===== config.mk =====
export PLATFORM = sky130hd
export DESIGN_NAME = ob_pingpong_rx
export DESIGN_NICKNAME = d
export VERILOG_FILES = /design/src/rtl/pp_rx_pkg.sv /design/src/rtl/pp_rx_store.sv /design/src/rtl/pp_rx_fill.sv /design/src/rtl/pp_rx_bufstate.sv /design/src/rtl/pp_rx_drain.sv /design/src/rtl/ob_pingpong_rx.sv
export SDC_FILE = /design/constraint.sdc
export NUM_CORES = 1
export LEC_CHECK = 0
export ABC_AREA = 0
export BUFFER_PORTS_ARGS = -buffer_cell sky130_fd_sc_hd__buf_2
export CAP_MARGIN = 20
export CORE_UTILIZATION = 60
export DETAILED_ROUTE_END_ITERATION = 16
export PLACE_DENSITY = 0.76
export SLEW_MARGIN = 20
export SYNTH_ARGS = -nofsm -noshare
export SYNTH_HDL_FRONTEND = slang
export SYNTH_HIERARCHICAL = 1
export SYNTH_SLANG_ARGS = --single-unit
export TNS_END_PERCENT = 100

===== constraint.sdc =====
create_clock -name clk -period 4.8 [get_ports clk]
set_input_delay 0.48 -clock clk [delete_from_list [all_inputs] [get_ports clk]]
set_output_delay 0.48 -clock clk [all_outputs]
set_load 0.01 [all_outputs]

===== src/rtl/pp_rx_pkg.sv =====
package pp_rx_pkg;
  localparam int NUM_BUFS = 2;

  typedef logic buf_id_t;

  function automatic buf_id_t other_buf(input buf_id_t b);
    return ~b;
  endfunction
endpackage


===== src/rtl/pp_rx_store.sv =====
module pp_rx_store #(
  parameter int DATA_W = 8,
  parameter int ADDR_W = 7
) (
  input  logic              clk,
  input  logic              rst,
  input  logic              we,
  input  logic [ADDR_W-1:0] waddr,
  input  logic [DATA_W-1:0] wdata,
  input  logic              re,
  input  logic              rzero,
  input  logic [ADDR_W-1:0] raddr,
  output logic [DATA_W-1:0] rdata
);
  localparam int WORDS = 1 << ADDR_W;

  logic [DATA_W-1:0] mem [WORDS];

  // simple dual-port array, no reset, so a block RAM can hold it
  always_ff @(posedge clk) begin
    if (we) mem[waddr] <= wdata;
  end

  // registered read port with a synchronous clear used for over-reads
  always_ff @(posedge clk) begin
    if (rst)        rdata <= '0;
    else if (re)    rdata <= mem[raddr];
    else if (rzero) rdata <= '0;
  end
endmodule


===== src/rtl/pp_rx_fill.sv =====
module pp_rx_fill
  import pp_rx_pkg::*;
#(
  parameter int DEPTH = 64,
  parameter int CNT_W = 7,
  parameter int IDX_W = 6
) (
  input  logic                clk,
  input  logic                rst,
  input  logic                wr_en,
  input  logic                pkt_end,
  input  logic                pkt_err,
  input  logic                clr_ok,
  input  logic [NUM_BUFS-1:0] buf_full,
  output buf_id_t             fill_sel,
  output logic                busy,
  output logic                mem_we,
  output logic [IDX_W-1:0]    mem_widx,
  output logic                commit,
  output logic [CNT_W-1:0]    commit_cnt,
  output logic                avail
);
  logic [CNT_W-1:0] wr_cnt_q;
  buf_id_t          fill_sel_q;
  logic             busy_q;
  logic             room;
  logic             accept_wr;

  assign room       = !buf_full[fill_sel_q];
  assign accept_wr  = wr_en && !clr_ok && room && (wr_cnt_q < CNT_W'(DEPTH));
  assign commit     = pkt_end && !pkt_err && !clr_ok && room;
  assign commit_cnt = wr_cnt_q + CNT_W'(accept_wr);

  assign mem_we   = accept_wr;
  assign mem_widx = wr_cnt_q[IDX_W-1:0];
  assign fill_sel = fill_sel_q;
  assign busy     = busy_q;
  assign avail    = room;

  always_ff @(posedge clk) begin
    if (rst || clr_ok) begin
      fill_sel_q <= 1'b0;
      wr_cnt_q   <= '0;
      busy_q     <= 1'b0;
    end else if (pkt_err) begin
      wr_cnt_q <= '0;
      busy_q   <= 1'b0;
    end else if (commit) begin
      wr_cnt_q   <= '0;
      busy_q     <= 1'b0;
      fill_sel_q <= other_buf(fill_sel_q);
    end else if (accept_wr) begin
      wr_cnt_q <= wr_cnt_q + 1'b1;
      busy_q   <= 1'b1;
    end
  end
endmodule


===== src/rtl/pp_rx_bufstate.sv =====
module pp_rx_bufstate
  import pp_rx_pkg::*;
#(
  parameter int CNT_W = 7
) (
  input  logic                           clk,
  input  logic                           rst,
  input  logic                           clr_ok,
  input  logic                           commit,
  input  buf_id_t                        commit_sel,
  input  logic [CNT_W-1:0]               commit_cnt,
  input  logic                           release_buf,
  input  buf_id_t                        release_sel,
  output logic [NUM_BUFS-1:0]            full_q,
  output logic [NUM_BUFS-1:0]            full_nx,
  output logic [NUM_BUFS-1:0][CNT_W-1:0] cnt_nx
);
  logic [NUM_BUFS-1:0][CNT_W-1:0] cnt_q;

  for (genvar b = 0; b < NUM_BUFS; b++) begin : g_buf
    localparam buf_id_t ME = buf_id_t'(b);

    always_comb begin
      full_nx[b] = full_q[b];
      cnt_nx[b]  = cnt_q[b];
      if (clr_ok) begin
        full_nx[b] = 1'b0;
        cnt_nx[b]  = '0;
      end else begin
        if (commit && commit_sel == ME) begin
          full_nx[b] = 1'b1;
          cnt_nx[b]  = commit_cnt;
        end
        if (release_buf && release_sel == ME) begin
          full_nx[b] = 1'b0;
          cnt_nx[b]  = '0;
        end
      end
    end

    always_ff @(posedge clk) begin
      if (rst) begin
        full_q[b] <= 1'b0;
        cnt_q[b]  <= '0;
      end else begin
        full_q[b] <= full_nx[b];
        cnt_q[b]  <= cnt_nx[b];
      end
    end
  end
endmodule


===== src/rtl/pp_rx_drain.sv =====
module pp_rx_drain
  import pp_rx_pkg::*;
#(
  parameter int CNT_W = 7,
  parameter int IDX_W = 6
) (
  input  logic                           clk,
  input  logic                           rst,
  input  logic                           rd_en,
  input  logic                           rd_done,
  input  logic                           clr_ok,
  input  logic [NUM_BUFS-1:0]            full_q,
  input  logic [NUM_BUFS-1:0]            full_nx,
  input  logic [NUM_BUFS-1:0][CNT_W-1:0] cnt_nx,
  output buf_id_t                        view_sel,
  output logic                           release_buf,
  output logic                           mem_re,
  output logic                           mem_rzero,
  output logic [IDX_W-1:0]               mem_ridx,
  output logic                           data_avail,
  output logic [CNT_W-1:0]               rx_size,
  output logic                           rd_err
);
  buf_id_t          view_q, view_nx;
  logic [CNT_W-1:0] rd_ptr_q;
  logic [CNT_W-1:0] size_q;
  logic             avail_q, err_q;
  logic             rd_ok, over;

  assign release_buf = rd_done && full_q[view_q] && !clr_ok;
  assign rd_ok       = rd_en && !clr_ok && avail_q && (rd_ptr_q < size_q);
  assign over        = rd_en && !clr_ok && !rd_ok;

  always_comb begin
    view_nx = view_q;
    if (clr_ok)           view_nx = 1'b0;
    else if (release_buf) view_nx = other_buf(view_q);
  end

  always_ff @(posedge clk) begin
    if (rst) begin
      view_q   <= 1'b0;
      rd_ptr_q <= '0;
      size_q   <= '0;
      avail_q  <= 1'b0;
      err_q    <= 1'b0;
    end else begin
      view_q  <= view_nx;
      avail_q <= full_nx[view_nx];
      size_q  <= full_nx[view_nx] ? cnt_nx[view_nx] : '0;
      if (clr_ok || release_buf) rd_ptr_q <= '0;
      else if (rd_ok)            rd_ptr_q <= rd_ptr_q + 1'b1;
      if (clr_ok || release_buf) err_q <= 1'b0;
      else if (over)             err_q <= 1'b1;
    end
  end

  assign view_sel   = view_q;
  assign mem_re     = rd_ok;
  assign mem_rzero  = over;
  assign mem_ridx   = rd_ptr_q[IDX_W-1:0];
  assign data_avail = avail_q;
  assign rx_size    = size_q;
  assign rd_err     = err_q;
endmodule


===== src/rtl/ob_pingpong_rx.sv =====
module ob_pingpong_rx
  import pp_rx_pkg::*;
#(
  parameter int DATA_W = 8,
  parameter int DEPTH  = 64,
  localparam int CNT_W = $clog2(DEPTH + 1)
) (
  input  logic              clk,
  input  logic              rst,
  input  logic              usb_wr_en,
  input  logic [DATA_W-1:0] usb_wr_data,
  input  logic              usb_pkt_end,
  input  logic              usb_pkt_err,
  output logic              usb_buf_avail,
  input  logic              cpu_rd_en,
  output logic [DATA_W-1:0] cpu_rd_data,
  output logic [CNT_W-1:0]  cpu_rx_size,
  output logic              cpu_data_avail,
  output logic              cpu_rd_err,
  input  logic              cpu_rd_done,
  input  logic              fifo_clear
);
  localparam int IDX_W  = $clog2(DEPTH);
  localparam int ADDR_W = IDX_W + 1;

  logic                           pkt_busy;
  logic                           clr_ok;
  buf_id_t                        fill_sel, view_sel;
  logic                           mem_we, mem_re, mem_rzero;
  logic [IDX_W-1:0]               widx, ridx;
  logic                           commit, release_buf;
  logic [CNT_W-1:0]               commit_cnt;
  logic [NUM_BUFS-1:0]            full_q, full_nx;
  logic [NUM_BUFS-1:0][CNT_W-1:0] cnt_nx;

  // a clear is honoured only between packets
  assign clr_ok = fifo_clear && !pkt_busy;

  pp_rx_fill #(.DEPTH(DEPTH), .CNT_W(CNT_W), .IDX_W(IDX_W)) u_fill (
    .clk(clk), .rst(rst), .wr_en(usb_wr_en), .pkt_end(usb_pkt_end),
    .pkt_err(usb_pkt_err), .clr_ok(clr_ok), .buf_full(full_q),
    .fill_sel(fill_sel), .busy(pkt_busy), .mem_we(mem_we), .mem_widx(widx),
    .commit(commit), .commit_cnt(commit_cnt), .avail(usb_buf_avail)
  );

  pp_rx_bufstate #(.CNT_W(CNT_W)) u_state (
    .clk(clk), .rst(rst), .clr_ok(clr_ok), .commit(commit),
    .commit_sel(fill_sel), .commit_cnt(commit_cnt),
    .release_buf(release_buf), .release_sel(view_sel),
    .full_q(full_q), .full_nx(full_nx), .cnt_nx(cnt_nx)
  );

  pp_rx_drain #(.CNT_W(CNT_W), .IDX_W(IDX_W)) u_drain (
    .clk(clk), .rst(rst), .rd_en(cpu_rd_en), .rd_done(cpu_rd_done),
    .clr_ok(clr_ok), .full_q(full_q), .full_nx(full_nx), .cnt_nx(cnt_nx),
    .view_sel(view_sel), .release_buf(release_buf), .mem_re(mem_re),
    .mem_rzero(mem_rzero), .mem_ridx(ridx), .data_avail(cpu_data_avail),
    .rx_size(cpu_rx_size), .rd_err(cpu_rd_err)
  );

  pp_rx_store #(.DATA_W(DATA_W), .ADDR_W(ADDR_W)) u_store (
    .clk(clk), .rst(rst), .we(mem_we), .waddr({fill_sel, widx}),
    .wdata(usb_wr_data), .re(mem_re), .rzero(mem_rzero),
    .raddr({view_sel, ridx}), .rdata(cpu_rd_data)
  );
endmodule


After elaboration in Yosys (flattened, before gate mapping)
Memory sizes are Yosys's and may differ from the RTL's.
Index checks and enable logic that the tools add are counted.
{"block": "classes", "n_addsub": 3, "n_lt_le_gt_ge": 5, "n_mux": 26, "bitwise": 4, "n_reduce_logical": 29}
{"operator": "two-way mux 7 bit", "n": 8}
{"operator": "logical AND 1 bit", "n": 17}
{"operator": "two-way mux 1 bit", "n": 16}
{"operator": "two-way mux 8 bit", "n": 2}
{"operator": "adder 7 x 1 -> 7 bit, second input constant", "n": 2}
{"operator": "adder 7 x 1 -> 7 bit", "n": 1}
{"operator": "< comparator 7 bit", "n": 1}
{"operator": "< comparator 7 bit, second input constant", "n": 1}
{"operator": "< comparator 1 x 2 -> 1 bit, second input constant", "n": 3}
{"operator": "logical NOT 1 bit", "n": 5}
{"operator": "inverter 1 bit", "n": 4}
{"operator": "OR reduction 2 bit", "n": 2}
{"operator": "OR reduction 3 bit", "n": 1}
{"operator": "logical OR 1 bit", "n": 2}
{"operator": "AND reduction 2 bit", "n": 1}
{"operator": "nonzero test 2 bit", "n": 1}
{"block": "word_totals", "regBits": 50, "ram_bits": 1024, "inputBits": 16, "word_cells": 81, "n_memories": 1}
{"memory": "u_store.mem", "depth": 128, "width": 8, "rd": 1, "rd_ports_with_merged_regs": 0, "write_ports": 1, "line_no": "pp_rx_store.sv:17", "rtl": "logic [DATA_W-1:0] mem [WORDS];"}

Logic depth before layout (Yosys ltp)
Gate-level depths: netlist (run 1).
{"block": "logic_depth", "ltp_word": 13, "depth_mapped": 12}

Hierarchy
The synthesis (run 1) kept the hierarchy.
{"mod": "pp_rx_store", "instances": 1, "cells_each": 1959, "area_each_um2": 40174.8, "seq_area_each_um2": 30909.6}
{"mod": "pp_rx_drain", "instances": 1, "cells_each": 104, "area_each_um2": 972.2, "seq_area_each_um2": 340.3}
{"mod": "pp_rx_bufstate", "instances": 1, "cells_each": 76, "area_each_um2": 674.4, "seq_area_each_um2": 320.3}
{"mod": "pp_rx_fill", "instances": 1, "cells_each": 73, "area_each_um2": 618.1, "seq_area_each_um2": 180.2}
{"mod": "ob_pingpong_rx", "instances": 1, "cells_each": 1, "area_each_um2": 13.8, "seq_area_each_um2": 0.0}

Worst setup path before layout (run 1)
OpenSTA, ideal clock, no wires.
{"block": "synth_path", "path_kind": "reg-to-reg", "startpoint": "register u_fill.fill_sel_q (netlist: u_fill/fill_sel)", "endpoint": "memory u_store.mem[110][0], enable pin", "arrival_time_ns": 2.442, "required_time_ns": 4.430, "path_slack_ns": 1.987, "path_stages_with_launch": 9, "period_less_slack_ns": 2.813, "cell_sequence": "dfxtp_1 mux2_2 buf_4 nor2_1 clkbuf_1 nor2b_1 nand3_1 clkbuf_1 nor2_1"}
{"block": "synth_via", "elab_chain_len": 7}
{"element": "from (decl)", "line_no": "pp_rx_fill.sv:24", "rtl": "buf_id_t fill_sel_q;"}
{"element": "from (signal assigned)", "line_no": "pp_rx_fill.sv:51", "rtl": "fill_sel_q <= other_buf(fill_sel_q);"}
{"element": "two-way mux 1 bit (implied by the code) (2 in a row)", "line_no": "pp_rx_fill.sv:29", "rtl": "assign room = !buf_full[fill_sel_q];"}
{"element": "logical NOT 1 bit", "line_no": "pp_rx_fill.sv:29"}
{"element": "logical AND 1 bit (2 in a row)", "line_no": "pp_rx_fill.sv:30", "rtl": "assign accept_wr = wr_en && !clr_ok && room && (wr_cnt_q < CNT_W'(DEPTH));"}
{"element": "net mem_we", "line_no": "ob_pingpong_rx.sv:29", "rtl": "logic mem_we, mem_re, mem_rzero;"}
{"element": "two-way mux 1 bit", "line_no": "pp_rx_store.sv:21", "rtl": "if (we) mem[waddr] <= wdata;"}
{"element": "two-way mux 1 bit (implied by the code)", "line_no": "pp_rx_store.sv:21"}
{"element": "to (decl)", "line_no": "pp_rx_store.sv:17"}
The timed path passes the listed nets, and every way through them passes these cells. The select of a mux whose other input is x is not followed.

Worst setup path in the final report (run 1)
{"block": "layout_path", "startpoint": "register u_fill.fill_sel_q (netlist: u_fill/fill_sel)", "endpoint": "memory u_store.mem[48][2], enable pin"}
The elaborated chain is that of the path after synthesis.

==> results.json, run 1 <==
{
  "min_to": "u_drain/view_sel",
  "vias": 22200,
  "h-tree-depth": 3,
  "nFillCells": 4413,
  "powerDensity_nw_per_um2": 391,
  "crit_slowest_cell": "nor2_1",
  "hold_buffers": 0,
  "start_util_pct": 60.6,
  "drv_cap": 0,
  "status": "finished, final reports clean",
  "power.share.clock_pct": 43.2,
  "cp_cell_sequence": "mux2_2, nor2_1, nor2b_1, nand2_1, buf_4, nor2_1",
  "crit_type": "register to register",
  "layout-drive-gt1-share_pct": 21.6,
  "leakagePower_nw": 14.4,
  "hold_depth": 2,
  "wl_per_cell_um": 29.2,
  "r2r-start": "u_fill/fill_sel",
  "cp-end-kind": "register",
  "final_nets": 2345,
  "worstPathRequired_ns": 5.10,
  "setup_viol": 0,
  "die_h_um": 268,
  "multi_input_area_um2": 9880,
  "avgSynthCellArea_um2": 19.2,
  "seqCellArea_um2": 31800,
  "synthToLayoutAreaGrowth_pct": 11.0,
  "ioPinCount": 34,
  "grt.total_usage_pct": 28.0,
  "route.detailed.drc": 0,
  "cts_made_buffers": 102,
  "cts_root_buffer": "clkbuf_16",
  "syn_area_um2": 42500,
  "fin_crit_sh_pct": 82.8,
  "wirelength_um": 97800,
  "hold_path_class": "primary input to register",
  "syn-num-nets": 2239,
  "ant_nets": 0,
  "cts_resized": 0,
  "grt.overflow.total": 0,
  "fp.dieArea_um2": 71800,
  "min-delay-start": "rst",
  "insertion_delay_ns": 0.67,
  "coreArea_um2": 70000,
  "synth_top_area_share_pct": 72.4,
  "path_clk_slew_ns": 0.06,
  "gp_congestion": 0.916,
  "antenna_found_initial": 1,
  "combPwrFrac_pct": 1.2,
  "placedCellCount": 3154,
  "fmax_ghz": 0.252,
  "ff2ff_path_depth": 6,
  "first_global_vias": 22000,
  "synth_edf_count": 1024,
  "ys.flop_type": "edfxtp_1",
  "grt_max_degree": 106,
  "synth_cells": 2213,
  "cts.path.max_buffers": 3,
  "hpwl_um": 58100,
  "setup-tns-final_ns": 0,
  "drv_slew": 0,
  "ys_seq_elements": 1074,
  "ir_drop_mv": 0.258,
  "postCtsSetupRepairBufs": 0,
  "path_common_cell": "nor2_1",
  "reg2reg_slack_ns": 0.83,
  "arrival_ns": 4.28,
  "crit_path_start_kind": "register",
  "synthTopCellsByArea": "edfxtp_1 72%, mux4_2 11%, mux2i_1 3.4%, dfxtp_1 2.4%, nor2_1 1.5%",
  "relSlewSlack_pct": 24.6,
  "grt_pass1_wl_um": 145000,
  "hold_ws_ns": 0.179,
  "io_buffers": 33,
  "synth_top_cell_by_area": "edfxtp_1",
  "viasPerCell": 6.65,
  "worst_pin_slew_ns": 1.13,
  "drtPass1Iterations": 6,
  "synth.distinct_cells": 72,
  "num_rows": 97,
  "fin_worst_skew_ns": 0.0327,
  "sequentialPowerShare_pct": 55.6,
  "final_cells": 3345,
  "worstPathMaxFanout": 15,
  "period_needed_ns": 3.97,
  "async_flop_share_pct": 0,
  "clkSinkCount": 1074,
  "r2r-end": "u_store/mem[48][2]",
  "p_sw_mw": 3.62,
  "cp_slowest_stage_delay_ns": 0.64,
  "die_w_um": 268,
  "cts_tree": "built",
  "yosysWarnings": 6,
  "synth_seq_area_share_pct": 74.8,
  "intPower_mw": 14.8,
  "report.final.hold_viol_count": 0,
  "rsz0062_at_grt": "no",
  "p_sw_share_pct": 19.6,
  "first_iter_violations": 2821
}
==> power by group through the flow <==
| stage | Combinational [mW] | Clock, mW | Sequential, mW |
|---|---|---|---|
| 3_5_place_dp | 0.222 | 0 | 10.5 |
| 2_1_floorplan | 0.0391 | 0 | 10.5 |
| 4_1_cts | 0.223 | 8.06 | 10.3 |
| 6_report | 0.222 | 7.96 | 10.3 |
| 3_3_place_gp | 0.213 | 0 | 10.5 |
| 5_1_grt | 0.237 | 8.40 | 10.3 |
==> sequential cells by signal, indices dropped and copies added (netlist names), 2 cells and up <==
register / cells
u_store/mem: 1024
u_drain/rx_size: 7
u_state/cnt_q: 14
u_fill/wr_cnt_q: 7
u_drain/rd_ptr_q: 7
u_state/full_q: 2
u_store/rdata: 8
==> placed cells by master, fill, tap and decap left out, types with 46 or more instances in the layout <==
| cell type | synthesis | layout |
|---|---|---|
| dfxtp_1 | 50 | 46 |
| a22oi_1 | 84 | 84 |
| nand2_1 | 79 | 78 |
| edfxtp_1 | 1024 | 1024 |
| nor2_1 | 172 | 172 |
| mux2i_1 | 144 | 144 |
| buf_4 | 22 | 96 |
| mux4_2 | 208 | 208 |
| a211oi_1 | 46 | 46 |
| clkbuf_16 | 0 | 104 |
==> per-stage QoR <==
| stage | setup WS, ns | area, um2 | util (%) | power [mW] |
|---|---|---|---|---|
| after detailed placement | 0.797 | 43800 | 62.5 | 10.7 |
| after floorplan | 1.99 | 42500 | - | 10.5 |
| after CTS | 0.755 | 47100 | 67.3 | 18.5 |
| after global routing | 0.732 | 47100 | 67.3 | 18.9 |
| final | 0.826 | 47100 | 67.3 | 18.4 |
| after global placement | 0.976 | 43800 | 62.5 | 10.7 |
==> worst max-delay path: cells and delay by family (launching register included) <==
kind,cells,cell delay (ns)
multiplexers,1,0.51
flip-flops,1,0.61
AND/OR/NAND/NOR,4,2.11
buffers and inverters,1,0.37
==> layout make-up <==
type	count	area share (%)
Antenna cell	1	0.00531
Sequential cell	1074	67.4
Clock inverter	59	1.30
Tap cell	940	2.50
Inverter	16	0.127
Timing Repair Buffer	126	1.98
Clock buffer	130	5.73
Multi-Input combinational cell	999	21.0
==> routing by layer <==
metal	vias up	track usage, %	part of all wire, %
met4	0	9.44	3.1
met3	175	4.81	10
met1	11500	40.9	39
met5	-	0	0
met2	1355	43.4	48
li1	9202	-	-
==> cell families (layout without fill, tap and decap cells) <==
logic type               after synthesis  in the layout  share of synthesized area (%)
AO/OA/AOI/OAI                        201            201                           3.38
XOR/XNOR                               7              7                          0.144
adder cells (fa/ha/maj)               10             10                          0.295
buffers and inverters                140            331                           1.93
flip-flops                          1074           1074                           74.8
multiplexers                         362            362                           14.7
other                                  0              1                              0
AND/OR/NAND/NOR                      419            419                           4.77
==> synthesized netlist by cell type, types with 8 or more instances <==
library cell and number:
a211oi_1 46, a21oi_1 16, a22oi_1 84, buf_1 8, buf_2 40, buf_4 22, buf_6 20, clkbuf_1 32
dfxtp_1 50, edfxtp_1 1024, ha_1 10, inv_1 15, mux2_2 9, mux2i_1 144, mux4_2 208, nand2_1 79
nand2b_1 9, nand3_1 43, nand4_1 11, nor2_1 172, nor2b_1 34, nor3_1 18, o21ai_0 12, o21ai_1 10
==> worst max-delay path by stage <==
stage	cells after the start	slack, ns	startpoint	endpoint
2_1_floorplan	8	1.99	u_fill/fill_sel	u_store/mem[110][0]
3_3_place_gp	7	0.98	fifo_clear	u_store/mem[36][5]
3_5_place_dp	7	0.80	fifo_clear	u_store/mem[60][0]
4_1_cts	5	0.75	u_fill/fill_sel	u_store/mem[60][0]
5_1_grt	6	0.73	u_fill/fill_sel	u_store/mem[120][6]
6_report	6	0.83	u_fill/fill_sel	u_store/mem[48][2]
Power figures use the tool's default switching activity.
==> run 2: changes to the inputs <==
- CORE_UTILIZATION: 60 -> 57
- clock period: 4.8 -> 3.35 ns (I/O delays scaled with it)
==> run 2 against run 1 <==
- global-route usage down 1.5 points
- highest routed layer unchanged
- critical path depth grew 2
- sequential share of layout area down 1.5 points
- via count increased by 1.1%
- combinational power increased by 49%
- critical path type unchanged
- largest cell class unchanged
- first-iteration DRC count rose by 13%
- non-clock buffer count rose by 119
- the flow now finishes with violations (design-rule violations)
- cell count is 4.3% higher
- fmax increased by 26%
==> results.json, run 2 (same netlist as run 1, synthesis figures left out) <==
{
  "status": "complete, but fails checks",
  "violations": "design-rule violations",
  "fmax_ghz": 0.316,
  "cp-end-kind": "register",
  "cts.path.max_buffers": 3,
  "seqCellArea_um2": 31800,
  "ir_drop_mv": 0.383,
  "die_w_um": 275,
  "p_sw_share_pct": 19.3,
  "fp.dieArea_um2": 75600,
  "worst_pin_slew_ns": 1.01,
  "postCtsSetupRepairBufs": 0,
  "gp_congestion": 0.888,
  "hpwl_um": 59800,
  "leakagePower_nw": 15.1,
  "crit_start": "u_drain/rd_ptr_q[1]",
  "multi_input_area_um2": 9890,
  "setup-tns-final_ns": 0,
  "fin_worst_skew_ns": 0.0134,
  "p_sw_mw": 5.09,
  "powerDensity_nw_per_um2": 548,
  "ioPinCount": 34,
  "viasPerCell": 6.45,
  "grt.total_usage_pct": 26.5,
  "start_util_pct": 57.9,
  "io_buffers": 33,
  "grt_max_degree": 109,
  "synthToLayoutAreaGrowth_pct": 13.6,
  "combPwrFrac_pct": 1.3,
  "rsz0062_at_grt": "no",
  "placedCellCount": 3292,
  "fin_crit_sh_pct": 94.4,
  "diodes": 0,
  "final_nets": 2466,
  "report.final.hold_viol_count": 0,
  "cts_tree": "built",
  "cts_made_buffers": 104,
  "route.detailed.drc": 4,
  "ff2ff_path_depth": 8,
  "worstPathMaxFanout": 44,
  "antenna_found_initial": 1,
  "drtPass1Iterations": 12,
  "relSlewSlack_pct": 32.4,
  "worstPathRequired_ns": 3.87,
  "period_needed_ns": 3.16,
  "crit_type": "register to register",
  "wl_per_cell_um": 28.1,
  "drv_cap": 0,
  "vias": 22500,
  "arrival_ns": 3.68,
  "wirelength_um": 98200,
  "first_iter_violations": 3193,
  "crit_path_start_kind": "register",
  "grt.overflow.total": 0,
  "mostFrequentLayoutCell": "edfxtp_1",
  "insertion_delay_ns": 0.66,
  "ant_nets": 0,
  "final_cells": 3489,
  "cts_root_buffer": "clkbuf_16",
  "regMostFlops": "u_store/mem",
  "r2r-end": "u_store/rdata[3]",
  "path_clk_slew_ns": 0.06,
  "nFillCells": 4650,
  "first_global_vias": 22400,
  "hold_path_class": "primary input to register",
  "drv_slew": 0,
  "intPower_mw": 21.3,
  "num_rows": 99,
  "r2r-start": "u_drain/rd_ptr_q[1]",
  "setup_viol": 0,
  "clkSinkCount": 1074,
  "die_h_um": 275,
  "h-tree-depth": 3,
  "reg2reg_slack_ns": 0.19,
  "largest_reg_flops": 1024,
  "grt_pass1_wl_um": 145000,
  "crit_end": "u_store/rdata[3]",
  "layout-drive-gt1-share_pct": 25.4,
  "sequentialPowerShare_pct": 55.6,
  "coreArea_um2": 73300,
  "power.share.clock_pct": 43.2,
  "layout_common_cells": "1024 x edfxtp_1, 208 x mux4_2, 203 x buf_4",
  "reg_top3": "u_store/mem: 1024 flops, u_state/cnt_q: 14 flops, u_store/rdata: 8 flops"
}
## run 2: changes by cell type in the layout (fill, tap and decap cells not counted), moves of 3 or more
cell and delta:
buf_4 +107, buf_12 +12, clkinv_1 +7, clkbuf_8 +6
clkbuf_16 +5, clkbuf_1 -4, clkinvlp_4 -4, bufinv_16 -3
clkinv_2 +3, inv_16 -3
## run 2: worst max-delay path, stage by stage (launching register included)
cell      delay [ns]
dfxtp_4         0.36
buf_12          0.29
buf_4           0.49
mux4_2          0.36
nor2b_1         0.14
a211oi_1        0.73
a211oi_1        0.19
nor4_2          0.32
nand3_1         0.10
## run 2: layout make-up
cell class / instances / share of cell area [%]
inverter: 16 / 0.125
tap: 959 / 2.49
timing repair buffer: 245 / 4.09
multi-input combinational: 999 / 20.5
sequential: 1074 / 65.8
clock buffer: 137 / 6.00
clock inverter: 59 / 0.955
## run 2: metrics by stage
stage	power [mW]	hold slack [ns]	setup WS [ns]	area [um2]	util (%)
5_1_grt	27.0	0.0872	0.0118	48200	65.8
3_3_place_gp	15.3	0.485	0.392	44900	61.2
2_1_floorplan	15.0	0.405	0.537	42500	-
3_5_place_dp	15.3	0.501	0.351	44900	61.2
6_report	26.4	0.0753	0.189	48200	65.8
4_1_cts	26.5	0.0501	0.249	48200	65.8
## run 2: how the worst min path moves through the flow
| stage | startpoint | to | slack (ns) | depth (start not counted) |
|---|---|---|---|---|
| 2_1_floorplan | rst | u_state/full_q[0] | 0.40 | 1 |
| 3_3_place_gp | u_state/cnt_q[5] | u_state/cnt_q[5] | 0.49 | 2 |
| 3_5_place_dp | u_state/cnt_q[8] | u_state/cnt_q[8] | 0.50 | 2 |
| 4_1_cts | rst | u_drain/view_sel | 0.05 | 2 |
| 5_1_grt | rst | u_drain/view_sel | 0.09 | 2 |
| 6_report | usb_pkt_end | u_fill/wr_cnt_q[5] | 0.08 | 4 |
## run 2: repair_timing
item / in CTS / in global routing
gates resized for setup: 0 / 0
hold buffers: 1 / 0
hold endpoints to repair: 1 / 0
## run 2: power by group through the flow
| stage | clock [mW] | sequential, mW | combinational, mW |
|---|---|---|---|
| after floorplan | 0 | 15.0 | 0.0560 |
| after global placement | 0 | 15.0 | 0.308 |
| after detailed placement | 0 | 15.0 | 0.328 |
| after CTS | 11.5 | 14.7 | 0.330 |
| after global routing | 12.0 | 14.7 | 0.352 |
| final | 11.4 | 14.7 | 0.331 |
## run 2: routing by layer
metal  up-vias  track usage (%)  wire length (um)
li1       9456                -                 -
met1     11600             36.9             37400
met2      1280             42.2             47400
met3       196             5.59             10300
met4         0             8.84              3070
met5         -                0                 0
